$ cat config.mk
export PLATFORM = sky130hd
export DESIGN_NAME = bldc_commutator
export DESIGN_NICKNAME = d
export VERILOG_FILES = /design/src/rtl/bldc_pkg.sv /design/src/rtl/bldc_step_decode.sv /design/src/rtl/bldc_hold_timer.sv /design/src/rtl/bldc_gate_out.sv /design/src/rtl/bldc_commutator.sv
export SDC_FILE = /design/constraint.sdc
export NUM_CORES = 1
export LEC_CHECK = 0
export ABC_AREA = 1
export BUFFER_PORTS_ARGS = -buffer_cell sky130_fd_sc_hd__buf_2
export CELL_PAD_IN_SITES_DETAIL_PLACEMENT = 0
export CELL_PAD_IN_SITES_GLOBAL_PLACEMENT = 2
export CORE_ASPECT_RATIO = 0.5
export CORE_MARGIN = 2
export CORE_UTILIZATION = 32
export DETAILED_ROUTE_END_ITERATION = 10
export PLACE_DENSITY_LB_ADDON = 0.05
export SYNTH_ARGS = -nofsm -noshare
export SYNTH_HDL_FRONTEND = slang
export SYNTH_SLANG_ARGS = --single-unit
$ cat constraint.sdc
create_clock -name clk -period 4.5 [get_ports clk]
set_input_delay 0.225 -clock clk [delete_from_list [all_inputs] [get_ports clk]]
set_output_delay 0.225 -clock clk [all_outputs]
set_load 0.05 [all_outputs]
$ cat src/rtl/bldc_pkg.sv
package bldc_pkg;
  localparam int PHASES = 3;

  typedef struct packed {
    logic [PHASES-1:0] hi;
    logic [PHASES-1:0] lo;
    logic              chop;
  } drive_t;

  localparam drive_t DRIVE_OFF = '{hi: '0, lo: '0, chop: 1'b0};
endpackage

$ cat src/rtl/bldc_step_decode.sv
module bldc_step_decode
  import bldc_pkg::*;
(
  input  logic [PHASES-1:0] hall,
  input  logic              rev,
  output logic [PHASES-1:0] hi,
  output logic [PHASES-1:0] lo
);
  logic [PHASES-1:0] fwd_hi, fwd_lo;

  always_comb begin
    unique case (hall)
      3'b001:  begin fwd_hi = 3'b001; fwd_lo = 3'b010; end
      3'b011:  begin fwd_hi = 3'b001; fwd_lo = 3'b100; end
      3'b010:  begin fwd_hi = 3'b010; fwd_lo = 3'b100; end
      3'b110:  begin fwd_hi = 3'b010; fwd_lo = 3'b001; end
      3'b100:  begin fwd_hi = 3'b100; fwd_lo = 3'b001; end
      3'b101:  begin fwd_hi = 3'b100; fwd_lo = 3'b010; end
      default: begin fwd_hi = 3'b000; fwd_lo = 3'b000; end
    endcase
  end

  // Reverse drives the complementary current: swap the sides.
  assign hi = rev ? fwd_lo : fwd_hi;
  assign lo = rev ? fwd_hi : fwd_lo;
endmodule

$ cat src/rtl/bldc_hold_timer.sv
module bldc_hold_timer #(
  parameter int HOLD_W = 16
) (
  input  logic              clk,
  input  logic              rst,
  input  logic              tick,
  input  logic              lost,
  input  logic              en,
  input  logic              stop,
  input  logic [HOLD_W-1:0] limit,
  output logic              tripped
);
  logic [HOLD_W-1:0] cnt_q;
  logic [HOLD_W:0]   cnt_inc;

  assign cnt_inc = {1'b0, cnt_q} + 1'b1;

  always_ff @(posedge clk) begin
    if (rst) begin
      cnt_q   <= '0;
      tripped <= 1'b0;
    end else if (stop || !en) begin
      cnt_q   <= '0;
      tripped <= 1'b0;
    end else if (!lost) begin
      cnt_q <= '0;
    end else if (tick && !tripped) begin
      if (cnt_inc >= {1'b0, limit}) tripped <= 1'b1;
      else                          cnt_q   <= cnt_inc[HOLD_W-1:0];
    end
  end
endmodule

$ cat src/rtl/bldc_gate_out.sv
module bldc_gate_out
  import bldc_pkg::*;
#(
  parameter int DEAD_W = 8
) (
  input  logic              clk,
  input  logic              rst,
  input  drive_t            want,
  input  logic              pwm,
  input  logic [DEAD_W-1:0] dead,
  output logic [PHASES-1:0] hi_o,
  output logic [PHASES-1:0] lo_o
);
  drive_t            pat_q;
  logic [DEAD_W-1:0] cnt_q;
  logic              changed, settled;
  logic [PHASES-1:0] hi_next;

  assign changed = (want != pat_q);
  assign settled = !changed && (cnt_q == '0);

  for (genvar p = 0; p < PHASES; p++) begin : g_chop
    assign hi_next[p] = want.hi[p] & (pwm | ~want.chop);
  end

  always_ff @(posedge clk) begin
    if (rst) begin
      pat_q <= DRIVE_OFF;
      cnt_q <= '0;
      hi_o  <= '0;
      lo_o  <= '0;
    end else begin
      pat_q <= want;
      if (changed)            cnt_q <= dead;
      else if (cnt_q != '0)   cnt_q <= cnt_q - 1'b1;
      hi_o <= settled ? hi_next : '0;
      lo_o <= settled ? want.lo : '0;
    end
  end
endmodule

$ cat src/rtl/bldc_commutator.sv
module bldc_commutator
  import bldc_pkg::*;
#(
  parameter int HOLD_W  = 16,
  parameter int DEAD_W  = 8,
  parameter int FAULT_N = 2
) (
  input  logic               clk,
  input  logic               rst,
  input  logic [2:0]         hall_i,
  input  logic               dir_rev_i,
  input  logic               brake_i,
  input  logic               stop_i,
  input  logic               pwm_i,
  input  logic               lock_lost_i,
  input  logic               tick_i,
  input  logic               hold_en_i,
  input  logic [HOLD_W-1:0]  hold_limit_i,
  input  logic [DEAD_W-1:0]  dead_i,
  input  logic [FAULT_N-1:0] fault_i,
  output logic [2:0]         hi_o,
  output logic [2:0]         lo_o
);
  logic [PHASES-1:0] tab_hi, tab_lo;
  logic              tripped;
  drive_t            want;

  bldc_step_decode u_step (
    .hall (hall_i),
    .rev  (dir_rev_i),
    .hi   (tab_hi),
    .lo   (tab_lo)
  );

  bldc_hold_timer #(.HOLD_W(HOLD_W)) u_hold (
    .clk     (clk),
    .rst     (rst),
    .tick    (tick_i),
    .lost    (lock_lost_i),
    .en      (hold_en_i),
    .stop    (stop_i),
    .limit   (hold_limit_i),
    .tripped (tripped)
  );

  // Precedence: fault, stop, trip, brake, normal drive.
  always_comb begin
    want = DRIVE_OFF;
    if (|fault_i || stop_i) begin
      want = DRIVE_OFF;
    end else if (tripped) begin
      want.lo = tab_lo;
    end else if (brake_i) begin
      want.hi = '1;
    end else begin
      want.hi   = tab_hi;
      want.lo   = tab_lo;
      want.chop = 1'b1;
    end
  end

  bldc_gate_out #(.DEAD_W(DEAD_W)) u_gate (
    .clk  (clk),
    .rst  (rst),
    .want (want),
    .pwm  (pwm_i),
    .dead (dead_i),
    .hi_o (hi_o),
    .lo_o (lo_o)
  );
endmodule

==> results.yml, run 1 <==
synth:
  synth_warnings: 0
  ys_ff_latch: 38
  synth_cell_type_count: 30
  synth_area_um2: 2780
  avgSynthCellArea_um2: 6.16
  syn-num-nets: 507
  ys_seq_area_share_pct: 27.4
  synthCells: 451
global_routing:
  gr-total-overflow: 0
  antenna_found_initial: 0
  first_global_vias: 2484
  grt_pass1_wl_um: 11200
  grt_usage_pct: 14.8
  grt_max_degree: 32
floorplan:
  die_width_um: 136
  fp.dieH_um: 69.9
  core_area_um2: 8200
  start_util_pct: 33.9
  io_pins: 44
  dieArea_um2: 9490
  row_count: 23
timing:
  worst_slack_ns: 1.32
  drv_slew: 0
  min_period_ns: 3.18
  setup_viol: 0
  hold_viol: 0
  fmax_mhz: 315
  timing.final.crit_share_pct: 70.6
  rsz0062_at_grt: "false"
  fin_setup_tns_ns: 0
  hold_ws_ns: 0.187
  tightest_slew_ns: 0.369
  max_slew_margin_pct: 75.2
  fin_worst_skew_ns: 0.00278
worst_setup_path:
  worst-r2r-setup-slack_ns: 1.32
  r2r-end: "u_hold.cnt_q[14]"
  endpoint: "u_hold.cnt_q[14]"
  end_kind: "register"
  critPathKind: "reg -> reg"
  crit_fanout: 31
  worstPathArrival_ns: 3.35
  regToRegStartpoint: "u_hold.cnt_q[0]"
  crit_required_ns: 4.68
  rr_worst_depth: 21
  critPathLaunchType: "register"
  crit_start: "u_hold.cnt_q[0]"
worst_hold_path:
  hold_path.class: "in -> reg"
power_and_ir_drop:
  share_comb_of_total_power_pct: 26.3
  p_leak_nw: 1.78
  p_clk_share_pct: 37.5
  seq_power_share_pct: 36.2
  ir_worst_vdd_uv: 175
  p_sw_share_pct: 30.6
  cellPowerDensity_nw_per_um2: 324
  p_sw_mw: 0.325
  p_int_mw: 0.738
layout:
  drive_gt1_share_pct: 15.7
  design_area_um2: 3280
  final_cell_count_no_fill: 610
  syn2layout_area_growth_pct: 18.0
  nNetsFinal: 553
  num_antenna_cells: 0
detailed_routing:
  drt-initial-drc-count: 94
  postRouteWirelength_um: 6580
  vias: 2579
  first_pass_iters: 4
  drc: 0
  ant_nets: 0
  wire_per_inst_um: 10.8
  routed_via_density: 4.23
cts:
  numCtsBuffers: 5
  post_cts_buffers: 0
  clk_pin_slew_worst_paths_ns: 0.06
  cts_tree: "done"
  root_buffer: "clkbuf_16"
  worstSkewPairLatency_ns: 0.28
  clk_path_buf_depth: 2
  cts-resized-gates: 0
  cts_hold_buf: 0
  h-tree-depth: 2
  clock-sinks: 38
place:
  placed_cell_area_um2: 3110
  gp_congestion: 0.813
  dp_hpwl_um: 5370
  port_buffers: 43
  dp_slack_ns: 1.28
  dp.cells: 602
flow_run:
  drv_cap: 0
run_status:
  status: "finished, final reports clean"
placed cells by master (no fill, tap or decap):
master and count:
nand2_1 129, inv_1 77, nor2_1 68, buf_2 43, dfxtp_1 38, nand3_1 29, ha_1 18, xor2_1 16
nand4_1 12, a21oi_1 11, nor2_2 10, nor3_1 6, inv_2 5, nand3b_1 5, clkbuf_16 5, nand2_2 4
nor4_1 3, nor2_4 3, clkbuf_1 2, buf_4 2, nor3_2 1, o22ai_1 1, a21o_1 1, and2_1 1
nor3b_1 1, nand3_2 1, xnor2_1 1, or3_1 1, nand2_4 1, clkinv_2 1, o21ai_2 1, bufinv_16 1
layer usage:
metal / part of all wire (%) / wire length [um] / vias to the layer above / GRT usage (%)
li1: - / - / 1472 / -
met3: 4.2 / 275 / 5 / 3.63
met5: 0 / 0 / - / 0
met4: 0.65 / 43 / 0 / 2.78
met2: 41 / 2730 / 41 / 24.5
met1: 54 / 3530 / 1061 / 19.8
flip-flops by register name (all words and copies together), names as in the netlist:
name,flops
u_hold.cnt_q,16
u_gate.cnt_q,8
u_gate.pat_q,7
u_gate.hi_o,3
u_gate.lo_o,3
u_hold.tripped,1
per-stage QoR:
step	power (mW)	util, %
2_1_floorplan	0.609	-
3_3_place_gp	0.678	38.0
3_5_place_dp	0.674	38.0
4_1_cts	1.08	40.0
5_1_grt	1.14	40.0
6_report	1.06	40.0
logic make-up after synthesis:
logic type,share of synthesized area [%]
fa+ha+maj,8.11
flops,27.4
xor+xnor,5.36
compound gates,2.79
simple gates,43.9
buf+inv,12.5
layout make-up:
type / instances / area [um^2]
Fill cell: 915 / 4920
Multi-Input combinational cell: 324 / 1670
Sequential cell: 38 / 761
Inverter: 83 / 313
Timing Repair Buffer: 45 / 230
Tap cell: 112 / 140
Clock buffer: 7 / 133
Clock inverter: 1 / 30.0
power groups by stage:
stage / sequential, mW / clock (mW) / combinational [mW]
floorplan: 0.389 / 0 / 0.220
global placement: 0.392 / 0 / 0.287
detailed placement: 0.392 / 0 / 0.282
CTS: 0.385 / 0.414 / 0.284
global route: 0.388 / 0.431 / 0.325
finish: 0.385 / 0.399 / 0.280
synthesized netlist by cell type, drive strengths merged:
library cell	number	share of area (%)
nor3	7	1.4
nor4	3	0.68
clkbuf	2	0.27
xor2	16	5.0
a21o	1	0.27
inv	82	11
xnor2	1	0.32
nor2	81	13
and2	1	0.23
dfxtp	38	27
o21ai	1	0.32
nand3b	5	1.4
nand3	30	5.6
or3	1	0.23
ha	18	8.1
clkinv	1	0.18
o22ai	1	0.23
a21oi	11	2.0
buf	4	0.95
nand2	134	19
nand4	12	2.7
nor3b	1	0.27
critical path: stages (launching register included):
cell and delay [ns]:
dfxtp_1 0.38, ha_1 0.20, nand3_1 0.17, nor2_2 0.22, inv_2 0.05, nor2_1 0.08
inv_1 0.07, nor2_2 0.09, nand2_1 0.09, xor2_1 0.14, inv_1 0.07, ha_1 0.33
nand2_1 0.08, nor2_1 0.19, nand4_1 0.14, nor2_1 0.10, nand2_1 0.06, nand4_1 0.09
buf_4 0.31, nand2_1 0.09, nand2_1 0.08, nor2_1 0.04
worst min path at each step:
stage | from | endpoint | slack, ns | cells after the start
2_1_floorplan | rst | u_gate.pat_q[6] | 0.31 | 1
3_3_place_gp | dead_i[2] | u_gate.cnt_q[2] | 0.48 | 3
3_5_place_dp | dead_i[2] | u_gate.cnt_q[2] | 0.48 | 3
4_1_cts | dead_i[2] | u_gate.cnt_q[2] | 0.18 | 3
5_1_grt | dead_i[4] | u_gate.cnt_q[4] | 0.19 | 3
6_report | dead_i[4] | u_gate.cnt_q[4] | 0.19 | 3
No activity file was read; power rests on OpenSTA's default activity.
==> run 2: changes to the inputs <==
ABC_AREA = 0   (was 1)
CORE_UTILIZATION = 30   (was 32)
clock period = 2.86 ns   (was 4.5 ns; I/O delays follow)
==> results.yml, run 2 <==
run_status:
  status: "finished, violations left"
  violations: "negative setup slack"
synth:
  synth.area.top_cells: "dfxtp_1 (29%), ha_1 (8.5%), a21oi_1 (4.5%), nor2_1 (4.0%), xnor2_1 (3.6%)"
  synthArstFlopShare_pct: 0
  avgSynthCellArea_um2: 8.08
  yosys.cell_count.top_type: "dfxtp_1"
  synth_warnings: 0
  syn-num-nets: 384
  synth_top_area_share_pct: 28.7
  yosysTopAreaCell: "dfxtp_1"
  yosys-top-cells-count: "dfxtp_1 (38), nor2_1 (28), a21oi_1 (24)"
  synth_cell_type_count: 56
  synth_edf_count: 0
  ys_seq_area_share_pct: 28.7
  ys_ff_latch: 38
  synthCells: 328
  synth_area_um2: 2650
  synth_ff_type: "dfxtp_1"
place:
  gp_congestion: 0.801
  port_buffers: 43
  dp_hpwl_um: 5300
  dp.cells: 507
worst_setup_path:
  worst-r2r-setup-slack_ns: -0.24
  rr_worst_depth: 13
  crit_fanout: 15
  crit_required_ns: 3.06
  critPathKind: "reg -> reg"
  worstPathArrival_ns: 3.30
  end_kind: "register"
  endpoint: "u_hold.cnt_q[11]"
  critPathLaunchType: "register"
  r2r-end: "u_hold.cnt_q[11]"
  regToRegStartpoint: "u_hold.cnt_q[1]"
  crit_start: "u_hold.cnt_q[1]"
power_and_ir_drop:
  cellPowerDensity_nw_per_um2: 478
  ir_worst_vdd_uv: 226
  p_leak_nw: 1.52
cts:
  h-tree-depth: 2
  clk_path_buf_depth: 2
  clk_pin_slew_worst_paths_ns: 0.06
  numCtsBuffers: 5
  worstSkewPairLatency_ns: 0.28
  root_buffer: "clkbuf_16"
  cts_tree: "done"
  clock-sinks: 38
timing:
  fmax_mhz: 323
  max_slew_margin_pct: 57.9
  drv_slew: 0
  worst_slack_ns: -0.239
  tightest_slew_ns: 0.632
  timing.final.crit_share_pct: 108
  rsz0062_at_grt: "true"
  min_period_ns: 3.10
  hold_ws_ns: 0.137
  setup_viol: 16
  fin_worst_skew_ns: 0.00366
  hold_viol: 0
flow_run:
  drv_cap: 0
detailed_routing:
  wire_per_inst_um: 13.5
  vias: 2519
  ant_nets: 0
  drt-initial-drc-count: 68
  postRouteWirelength_um: 7030
  routed_via_density: 4.84
  first_pass_iters: 4
  drc: 0
floorplan:
  die_width_um: 137
  fp.dieH_um: 70.5
  dieArea_um2: 9650
  start_util_pct: 30.6
  io_pins: 44
  core_area_um2: 8650
  row_count: 24
global_routing:
  antenna_found_initial: 0
  grt_max_degree: 30
  grt_pass1_wl_um: 11400
  gr-total-overflow: 0
  grt_usage_pct: 14.9
  first_global_vias: 2459
layout:
  reg_top3: "u_hold.cnt_q: 16 flops, u_gate.cnt_q: 8 flops, u_gate.pat_q: 7 flops"
  final_core_util_pct: 41.5
  mostFrequentLayoutCell: "buf_2"
  regMostFlops: "u_hold.cnt_q"
  final_cell_count_no_fill: 520
  fill_cells: 899
  nNetsFinal: 458
  syn2layout_area_growth_pct: 35.6
  largest_reg_flops: 16
  drive_gt1_share_pct: 31.0
  mostFrequentLayoutCells: "buf_2 (43), buf_4 (36), dfxtp_1 (33)"
  num_antenna_cells: 0
worst_hold_path:
  hold_path.class: "in -> reg"
run 2: repair_timing:
action                                  in CTS  in global routing
pin swaps                                    6                 10
hold buffers                                 0                  0
resized for setup                           10                 13
setup buffers                                1                  2
cloned                                       0                  2
endpoints found under the setup margin      16                 16
hold endpoints to repair                     0                  0
run 2: power by group:
group          internal [mW]  switching [mW]
sequential             0.579          0.0485
clock                  0.408           0.216
combinational          0.215           0.250
run 2: worst min path at each step:
stage                     startpoint               to  slack (ns)  cells after the start
after floorplan            dead_i[1]  u_gate.cnt_q[1]        0.30                      2
after global placement     dead_i[2]  u_gate.cnt_q[2]        0.41                      3
after detailed placement   dead_i[5]  u_gate.cnt_q[5]        0.42                      3
after CTS                  dead_i[1]  u_gate.cnt_q[1]        0.13                      3
after global routing       dead_i[2]  u_gate.cnt_q[2]        0.15                      3
final                      dead_i[5]  u_gate.cnt_q[5]        0.14                      3
run 2: metal layers:
layer	track usage (%)	up-vias	routed length, um
met5	0	-	0
met4	2.41	0	22
met3	4.14	2	249
met1	20.0	1152	3480
li1	-	1337	-
met2	24.4	28	3290
run 2: final cells by class:
class	instances	area [um^2]	share of cell area, %
Sequential cell	38	777	21.6
Inverter	23	86.3	2.40
Multi-Input combinational cell	252	1870	52.1
Timing Repair Buffer	82	546	15.2
Clock buffer	5	125	3.48
Tap cell	117	146	4.08
Clock inverter	3	40.0	1.11
run 2: logic make-up (layout without fill, tap and decap cells):
kind of cell	count (synthesis)	after routing	synth area share, %
DFF	38	38	28.7
xor gates and xnor gates	19	19	6.28
adders and majority gates	18	18	8.50
AOI/OAI and AO/OA	73	73	17.5
muxes	10	10	3.92
and+or+nand+nor	132	132	29.2
buffers and inverters	38	113	5.90
run 2: metrics by stage:
stage	TNS [ns]	setup slack, ns	power [mW]	instance area (um^2)
2_1_floorplan	-0.996	-0.105	0.991	2740
3_3_place_gp	-3.14	-0.250	1.09	3290
3_5_place_dp	-4.64	-0.360	1.09	3290
4_1_cts	-3.43	-0.268	1.73	3520
5_1_grt	-5.43	-0.394	1.84	3590
6_report	-3.18	-0.239	1.72	3590
run 2: critical path: stages (launching register included):
cell and delay [ns]:
dfxtp_4 0.37, ha_4 0.15, nand3_4 0.12, nor4_4 0.24, nand2_1 0.12, xnor2_1 0.15
ha_1 0.30, a211oi_2 0.28, o211ai_1 0.16, or4bb_1 0.22, o2111ai_2 0.17, buf_12 0.19
or4_1 0.40, a21oi_1 0.14
==> run 3: changes to the inputs <==
CAP_MARGIN = 5   (was not set)
TNS_END_PERCENT = 50   (was not set)
==> results.yml, run 3 (same netlist as run 2, synthesis figures left out) <==
cts:
  clk_pin_slew_worst_paths_ns: 0.06
  root_buffer: "clkbuf_16"
  worstSkewPairLatency_ns: 0.29
  clk_path_buf_depth: 2
  clock-sinks: 38
  cts_hold_buf: 0
  cts_tree: "done"
  h-tree-depth: 2
  numCtsBuffers: 5
worst_setup_path:
  regToRegStartpoint: "u_hold.cnt_q[9]"
  r2r-end: "u_hold.cnt_q[9]"
  rr_worst_depth: 13
  crit_fanout: 8
  worstPathArrival_ns: 3.41
  critPathLaunchType: "register"
  end_kind: "register"
  critPathKind: "reg -> reg"
  crit_required_ns: 3.07
  worst-r2r-setup-slack_ns: -0.35
global_routing:
  grt_max_degree: 20
  antenna_found_initial: 0
  first_global_vias: 2567
  grt_usage_pct: 15.9
  grt_pass1_wl_um: 12000
  gr-total-overflow: 0
place:
  dp_hpwl_um: 5240
  port_buffers: 43
  dp_slack_ns: -0.420
  placed_cell_area_um2: 3290
  gp_congestion: 0.817
  dp.cells: 507
layout:
  mostFrequentLayoutCell: "buf_2"
  final_cell_count_no_fill: 522
  reg_top3: "u_hold.cnt_q: 16 flops, u_gate.cnt_q: 8 flops, u_gate.pat_q: 7 flops"
  final_core_util_pct: 42.7
  mostFrequentLayoutCells: "buf_2 (43), buf_4 (37), dfxtp_1 (31)"
  fill_cells: 878
  drive_gt1_share_pct: 33.3
  syn2layout_area_growth_pct: 39.3
  num_antenna_cells: 0
  design_area_um2: 3690
  largest_reg_flops: 16
  regMostFlops: "u_hold.cnt_q"
  nNetsFinal: 460
timing:
  tightest_slew_ns: 0.632
  max_slew_margin_pct: 57.8
  timing.final.crit_share_pct: 112
  setup_viol: 16
  hold_viol: 0
  worst_slack_ns: -0.346
  fmax_mhz: 312
  fin_setup_tns_ns: -4.27
  drv_slew: 0
  rsz0062_at_grt: "true"
  min_period_ns: 3.21
  hold_ws_ns: 0.118
  fin_worst_skew_ns: 0.00692
worst_hold_path:
  hold_path.class: "in -> reg"
  min_from: "dead_i[1]"
  worstHoldEndpoint: "u_gate.cnt_q[1]"
  hold_depth: 3
run_status:
  violations: "negative setup slack"
  status: "finished, violations left"
detailed_routing:
  wire_per_inst_um: 13.9
  ant_nets: 0
  routed_via_density: 4.90
  drt-initial-drc-count: 80
  first_pass_iters: 4
  drc: 0
  postRouteWirelength_um: 7230
  vias: 2559
power_and_ir_drop:
  ir_worst_vdd_uv: 240
  cellPowerDensity_nw_per_um2: 490
  p_leak_nw: 1.57
  finalPower_mw: 1.81
floorplan:
  row_count: 24
  core_area_um2: 8650
  dieArea_um2: 9650
  fp.dieH_um: 70.5
  die_width_um: 137
  io_pins: 44
  start_util_pct: 30.6
flow_run:
  drv_cap: 0
-- run 3: how the worst max path moves through the flow --
stage	startpoint	endpoint	slack, ns	cells past startpoint
finish	u_hold.cnt_q[9]	u_hold.cnt_q[9]	-0.35	13
floorplan	u_hold.cnt_q[2]	u_hold.cnt_q[0]	-0.11	14
CTS	u_hold.cnt_q[0]	u_hold.cnt_q[0]	-0.34	15
global placement	u_hold.cnt_q[1]	u_hold.cnt_q[9]	-0.26	13
detailed placement	u_hold.cnt_q[1]	u_hold.cnt_q[9]	-0.42	13
global route	u_hold.cnt_q[7]	u_hold.cnt_q[6]	-0.55	13
-- run 3: layout make-up --
type / count / area (um^2) / area share, %
inverter: 23 / 86.3 / 2.34
timing repair buffer: 84 / 577 / 15.6
multi-input combinational: 252 / 1910 / 51.7
sequential: 38 / 779 / 21.1
clock inverter: 1 / 30.0 / 0.813
tap: 117 / 146 / 3.96
clock buffer: 7 / 164 / 4.44
-- run 3: what timing repair did --
item                       CTS  global route
pin swaps                    2            15
gates resized for setup     14            19
setup endpoints to repair   16            17
setup buffers                3             2
gates cloned                 2             0
-- run 3: report_power, final --
group	internal [mW]	total [mW]	switching [mW]
Sequential	0.578	0.628	0.0492
Clock	0.489	0.717	0.229
Combinational	0.217	0.464	0.248
-- run 3: metal layers --
layer / vias up / part of all wire (%) / GRT usage (%)
met1: 1173 / 49 / 20.1
li1: 1341 / - / -
met4: 0 / 0.82 / 3.44
met3: 7 / 3.4 / 3.92
met5: - / 0 / 0
met2: 38 / 47 / 27.2
-- run 3: critical path, stage by stage (launching register included) --
cell	delay [ns]
dfxtp_1	0.35
nand4_1	0.13
buf_4	0.18
nor4_4	0.25
nand2_2	0.10
xnor2_1	0.14
ha_1	0.30
a211oi_2	0.25
o21ai_2	0.10
a2111oi_4	0.38
o2111ai_4	0.20
buf_12	0.20
or4_4	0.41
a21oi_2	0.14
